## config.mk

```make
export PLATFORM = sky130hd
export DESIGN_NAME = adcbank_top
export DESIGN_NICKNAME = d
export VERILOG_FILES = /design/src/rtl/adcbank_pkg.sv /design/src/rtl/adcbank_ctrl.sv /design/src/rtl/adcbank_dp.sv /design/src/rtl/adcbank_top.sv
export SDC_FILE = /design/constraint.sdc
export NUM_CORES = 1
export LEC_CHECK = 0
export ABC_CLOCK_PERIOD_IN_PS = 1500
export CORE_UTILIZATION = 50
export DETAILED_ROUTE_END_ITERATION = 12
export DONT_BUFFER_PORTS = 1
export HOLD_SLACK_MARGIN = 0.06
export PLACE_DENSITY_LB_ADDON = 0.08
export RECOVER_POWER = 25
export SLEW_MARGIN = 30
export SYNTH_ARGS = -nofsm -noshare
export SYNTH_HDL_FRONTEND = slang
export SYNTH_SLANG_ARGS = --single-unit
export TNS_END_PERCENT = 100
```

## constraint.sdc

```tcl
create_clock -name clk -period 1.5 [get_ports clk]
set_input_delay 0.3 -clock clk [delete_from_list [all_inputs] [get_ports clk]]
set_output_delay 0.3 -clock clk [all_outputs]
set_load 0.03 [all_outputs]
```

## src/rtl/adcbank_pkg.sv

```systemverilog
package adcbank_pkg;
  localparam int CH_N   = 4;
  localparam int RES_W  = 10;
  localparam int BUS_W  = 8;
  localparam int LO_W   = RES_W - BUS_W;
  localparam int ADDR_W = 8;

  typedef struct packed {
    logic            load;
    logic [CH_N-1:0] hiRd;
    logic [CH_N-1:0] loRd;
  } rdStrobe_t;
endpackage

```

## src/rtl/adcbank_ctrl.sv

```systemverilog
module adcbank_ctrl
  import adcbank_pkg::*;
#(
  parameter logic [ADDR_W-1:0] BASE_ADDR = 8'h10
) (
  input  logic              clk,
  input  logic              rstN,
  input  logic              rdEn,
  input  logic [ADDR_W-1:0] rdAddr,
  output rdStrobe_t         strb
);
  localparam int SPAN = 2 * CH_N;

  logic [ADDR_W-1:0] offset;
  logic              inRange;

  assign offset  = rdAddr - BASE_ADDR;
  assign inRange = (int'(rdAddr) >= int'(BASE_ADDR)) &&
                   (int'(rdAddr) <  int'(BASE_ADDR) + SPAN);

  assign strb.load = rdEn;

  for (genvar k = 0; k < CH_N; k++) begin : g_dec
    assign strb.hiRd[k] = rdEn && inRange && (int'(offset) == 2 * k);
    assign strb.loRd[k] = rdEn && inRange && (int'(offset) == 2 * k + 1);
  end

  // at most one register is selected per read
  a_r9_single_select: assert property (@(posedge clk) disable iff (!rstN)
    $onehot0({strb.hiRd, strb.loRd}));

  // no select without a read strobe
  a_r6_no_idle_select: assert property (@(posedge clk) disable iff (!rstN)
    !rdEn |-> ({strb.hiRd, strb.loRd} == '0));
endmodule

```

## src/rtl/adcbank_dp.sv

```systemverilog
module adcbank_dp
  import adcbank_pkg::*;
(
  input  logic                  clk,
  input  logic                  rstN,
  input  logic [CH_N-1:0]       convValid,
  input  logic [CH_N*RES_W-1:0] convData,
  input  rdStrobe_t             strb,
  output logic [BUS_W-1:0]      rdData
);
  logic [RES_W-1:0] live [CH_N];
  logic [LO_W-1:0]  hold [CH_N];
  logic [BUS_W-1:0] rdNext;

  for (genvar k = 0; k < CH_N; k++) begin : g_ch
    always_ff @(posedge clk or negedge rstN) begin
      if (!rstN) begin
        live[k] <= '0;
      end else if (convValid[k]) begin
        live[k] <= convData[k*RES_W +: RES_W];
      end
    end

    always_ff @(posedge clk or negedge rstN) begin
      if (!rstN) begin
        hold[k] <= '0;
      end else if (strb.hiRd[k]) begin
        hold[k] <= live[k][LO_W-1:0];
      end
    end

    // a valid strobe loads the channel result
    a_r6_live_load: assert property (@(posedge clk) disable iff (!rstN)
      convValid[k] |=> (live[k] == $past(convData[k*RES_W +: RES_W])));

    // an upper read captures the pre-edge low bits
    a_r4_capture: assert property (@(posedge clk) disable iff (!rstN)
      strb.hiRd[k] |=> (hold[k] == $past(live[k][LO_W-1:0])));

    // shadow untouched unless its own upper read
    a_r8_hold_stable: assert property (@(posedge clk) disable iff (!rstN)
      !strb.hiRd[k] |=> $stable(hold[k]));
  end

  always_comb begin
    rdNext = '0;
    for (int k = 0; k < CH_N; k++) begin
      if (strb.hiRd[k]) rdNext = rdNext | live[k][RES_W-1:LO_W];
      if (strb.loRd[k]) rdNext = rdNext | BUS_W'(hold[k]);
    end
  end

  always_ff @(posedge clk or negedge rstN) begin
    if (!rstN) begin
      rdData <= '0;
    end else if (strb.load) begin
      rdData <= rdNext;
    end
  end

  // reserved bits of a lower read come back zero
  a_r3_reserved_zero: assert property (@(posedge clk) disable iff (!rstN)
    (|strb.loRd) |=> (rdData[BUS_W-1:LO_W] == '0));
endmodule

```

## src/rtl/adcbank_top.sv

```systemverilog
module adcbank_top
  import adcbank_pkg::*;
#(
  parameter logic [ADDR_W-1:0] BASE_ADDR = 8'h10
) (
  input  logic                  clk,
  input  logic                  rstN,
  input  logic [CH_N-1:0]       convValid,
  input  logic [CH_N*RES_W-1:0] convData,
  input  logic                  rdEn,
  input  logic [ADDR_W-1:0]     rdAddr,
  output logic [BUS_W-1:0]      rdData
);
  rdStrobe_t strb;

  adcbank_ctrl #(.BASE_ADDR(BASE_ADDR)) ctrl_i (
    .clk    (clk),
    .rstN   (rstN),
    .rdEn   (rdEn),
    .rdAddr (rdAddr),
    .strb   (strb)
  );

  adcbank_dp dp_i (
    .clk       (clk),
    .rstN      (rstN),
    .convValid (convValid),
    .convData  (convData),
    .strb      (strb),
    .rdData    (rdData)
  );

  // an out-of-bank read returns zero
  a_r9_outside_zero: assert property (@(posedge clk) disable iff (!rstN)
    (rdEn && ((int'(rdAddr) < int'(BASE_ADDR)) ||
              (int'(rdAddr) >= int'(BASE_ADDR) + 2 * CH_N))) |=> (rdData == '0));

  // read data holds between read strobes
  a_r6_data_hold: assert property (@(posedge clk) disable iff (!rstN)
    !rdEn |=> $stable(rdData));
endmodule

```

; Word level (Yosys, flattened, before mapping)
; Cells that the tools add are included.
[classes]
n_addsub = 1
n_mul = 0
div_mod_pow = 0
order_cmp = 2
n_eq_ne = 7
n_shift = 0
n_mux = 8
bitwise_logic = 7
reduce_logical = 11
[op_table]
columns = cell, count
row1 = $mux 8, 8
row2 = $eq 8x4->1 const B, 4
row3 = $or 8x2->8, 4
row4 = $or 8x8->8, 3
row5 = $eq 8x3->1 const B, 2
row6 = $logic_and 1x1->1, 10
row7 = $eq 8x2->1 const B, 1
row8 = $ge 8x5->1 const B, 1
row9 = $logic_not 8->1, 1
row10 = $lt 8x5->1 const B, 1
row11 = $sub 8x5->8 const B, 1
[word_totals]
register_bits = 56
latchBits = 0
mem_bits_rw = 0
mem_bits_ro = 0
in_bits = 55
output_inout_bits = 8
word_cells = 45
memories = 0

; Logic depth before layout (Yosys ltp)
[logic_depth]
depth_word = 19
mapped_depth = 6
ltp_nobuf = 4

; Cells and area by module
; A second synthesis with hierarchy kept.
[hier_totals]
hier_cells = 166
hier_area_um2 = 2361.0
[by_module_without_submodules]
columns = mod, n_inst, cells_each, area_per_inst_um2
row1 = adcbank_dp, 1, 150, 2263.4
row2 = adcbank_ctrl, 1, 16, 97.6

; Worst setup path before layout
; No wires, ideal clock.
[synth_timing]
path_kind = in2reg
startpoint = input rdAddr[3]
endpoint = register dp_i.hold[6] (netlist bit)
arrival_time_ps = 1322
required_time_ps = 1375
slack_ps = 53
path_stages = 5
path_buffers = 1
cell_sequence = nor4b_4 nand4bb_1 buf_6 nor3_4 mux2_2
[synth_between]
elab_chain_len = 4
[synth_lines]
columns = item, line
row1 = "start, declared", adcbank_top.sv:11  ; input logic [ADDR_W-1:0] rdAddr,
row2 = branches (longest 3 deep; another with $sub 8x5->8), -
row3 = $logic_and 1x1->1 (*), adcbank_ctrl.sv:24  ; assign strb.hiRd[k] = rdEn && inRange && (int'(offset) == 2 * k);
row4 = "end signal, assigned by index", adcbank_dp.sv:28  ; hold[k] <= live[k][LO_W-1:0];
row5 = "end, declared", adcbank_dp.sv:12  ; logic [LO_W-1:0] hold [CH_N];
; Mark *: on every way between the ends.
; A chain may end at the register's enable or synchronous reset.

; Worst setup path in the final report
[layout_timing]
startpoint = register dp_i.hold[5] (netlist bit)
endpoint = register dp_i.rdData[1]
[layout_between]
elab_chain_len = 10
[layout_lines]
columns = item, line
row1 = $or 8x2->8 (*), adcbank_dp.sv:49  ; if (strb.loRd[k]) rdNext = rdNext | BUS_W'(hold[k]);
row2 = $mux 8 (*), adcbank_dp.sv:49
row3 = $or 8x8->8, adcbank_dp.sv:48  ; if (strb.hiRd[k]) rdNext = rdNext | live[k][RES_W-1:LO_W];
row4 = $mux 8 (*), adcbank_dp.sv:48
row5 = $or 8x2->8, adcbank_dp.sv:49
row6 = $mux 8 (*), adcbank_dp.sv:49
row7 = $or 8x8->8, adcbank_dp.sv:48
row8 = $mux 8 (*), adcbank_dp.sv:48
row9 = $or 8x2->8, adcbank_dp.sv:49
row10 = $mux 8 (*), adcbank_dp.sv:49
row11 = "end signal, assigned", adcbank_dp.sv:57  ; rdData <= rdNext;
row12 = "end, declared", adcbank_dp.sv:9  ; output logic [BUS_W-1:0] rdData
; Every way passes the cells marked *; elsewhere a longest branch is shown, timed or not.

==> results.toml <==
[run_status]
status = "complete, but fails checks"
failed_checks = "negative hold slack"

[power]
power.density_nw_per_um2 = 1090
power_mw = 2.91
vdd_drop_max_mv = 0.635
total_leakage_power_nw = 1.12

[sta]
timing.final.crit_period_ns = 1.31
setup_viol = 0
setup_tns_ns = 0
period_share_pct = 87.2
slew_headroom_pct = 69.8
setup_ws_ns = 0.192
finalHoldViolCount = 56
max_freq_mhz = 764
fin_skew_ns = 0.00932
whs_ns = -0.320
worst_pin_slew_ns = 0.442
finalMaxSlewViolations = 0
rsz0062_at_grt = "no"

[clock_tree]
cts_max_level = 2
clock_path_buffers = 2
post_cts_buffers = 0
cts_root_buffer = "clkbuf_8"
cts_made_buffers = 5
clock-sinks = 56
clk_latency_ns = 0.30
ctsResizeCount = 0
clkTransAtPathRegs_ns = 0.10
cts_tree = "yes"

[global_routing]
grt_pass1_vias = 1494
grt_usage_pct = 19.7
grt_pass1_wl_um = 7490
grt_max_degree = 57
grt.overflow.total = 0
antenna_found_initial = 0

[synth]
synth_warnings = 0
syn_area_um2 = 2510
ys_seq_elements = 56
syn_area_per_cell_um2 = 14.4
synth_edf_count = 0
synth_nets = 230
ys.flop_type = "dfrtp_1"
seq_area_frac_synth_pct = 55.8
yosysUniqueCellTypes = 28
synth_cells = 175
async_flop_share_pct = 100

[die]
die_w_um = 72.9
coreArea_um2 = 4790
ioPinCount = 63
dieArea_um2 = 5310
rows = 25
dieHeight_um = 72.9
start_util_pct = 52.5

[routing]
first_iter_violations = 58
post-route-drc-count = 0
via_per_inst = 5.54
dr.pass1.iters = 4
vias = 1340
ant_nets = 0
wl_um = 4690
wire_per_inst_um = 19.4

[place]
gp_congestion = 0.774
post-dp-hpwl_um = 3350
dp_slack_ns = -0.0533
port_buffers = 0

[finish]
final_common_cell = "dfrtp_1"
layout_common_cells = "dfrtp_1, mux2_2, inv_1"
layout-drive-gt1-share_pct = 40.0
n_fill_cell = 404
nets = 229
synthToLayoutAreaGrowth_pct = 6.27
num_antenna_cells = 0

[critical_path]
critPathCaptureType = "register"
cp.required_ns = 1.68
crit_type = "reg2reg"
worstSetupStartpointType = "register"
crit_fanout = 2
arrival_ns = 1.48

[run]
drv_cap = 0

[hold_path]
hp-class = "in2async"
## per-stage QoR
stage	utilization [%]	area, µm²	cells
CTS	55.6	2660	241
detailed placement	53.2	2540	233
global route	55.8	2670	242
global placement	53.2	2540	233
floorplan	-	2510	175
finish	55.8	2670	242
## worst max-delay path, stage by stage (launching register included)
cell	delay, ns
dfrtp_1	0.39
mux2i_1	0.14
mux2i_1	0.10
a2111oi_0	0.48
a21oi_1	0.08
## report_power, final
part / switching (mW) / internal (mW) / leakage [nW]
sequential: 0.0654 / 1.63 / 0.690
combinational: 0.0586 / 0.172 / 0.378
clock: 0.478 / 0.503 / 0.0548
## layer usage
metal | part of all wire (%) | up-vias | track usage [%]
li1 | - | 622 | -
met1 | 42 | 676 | 24.5
met2 | 51 | 40 | 32.8
met3 | 6.9 | 2 | 6.91
met4 | 0.32 | 0 | 5.23
met5 | 0 | - | 0
## synthesized netlist by cell type (all sizes together) (3+ instances only)
library cell,count,share of area (%)
dfrtp,56,56
mux2,48,22
inv,13,1.9
buf,6,1.9
mux4,6,5.4
o22ai,6,1.5
clkbuf,5,0.75
nand2b,5,1.2
a21oi,4,0.80
mux2i,4,1.6
nor2,4,1.5
nand2,3,0.45
nand3b,3,0.90
## layout make-up
type	instances	area [µm²]	area share (%)
timing repair buffer	3	25.0	0.937
multi-input combinational	95	996	37.3
sequential	56	1400	52.5
tap	67	83.8	3.14
clock inverter	3	46.3	1.73
inverter	13	48.8	1.83
clock buffer	5	68.8	2.58
## registers in the layout (all words and copies together), names as in the netlist
register and flops:
dp_i.hold 8, dp_i.rdData 8, dp_i.live 40
## logic make-up (layout without fill, tap and decap cells)
logic type / Yosys count / count (layout) / synth area share [%]
AOI/OAI and AO/OA: 16 / 16 / 4.18
buffers and inverters: 24 / 24 / 4.58
and+or+nand+nor: 21 / 21 / 6.97
DFF: 56 / 56 / 55.8
muxes: 58 / 58 / 28.5
## path summary, 6_finish.rpt
check	startpoint	end	slack, ns	depth (start not counted)
min in group clk	convValid[0]	dp_i.live[33]$_DFFE_PN0P_	0.09	1
max reg2reg	dp_i.hold[5]$_DFFE_PN0N_	dp_i.rdData[1]$_DFFE_PN0P_	0.19	4
min reg2reg	dp_i.live[15]$_DFFE_PN0P_	dp_i.live[15]$_DFFE_PN0P_	0.51	1
max in group asynchronous	rstN	dp_i.live[12]$_DFFE_PN0P_	1.72	0
max	dp_i.hold[5]$_DFFE_PN0N_	dp_i.rdData[1]$_DFFE_PN0P_	0.19	4
min	rstN	dp_i.rdData[1]$_DFFE_PN0P_	-0.32	0
Note: power is estimated with default switching activity, not from simulation.
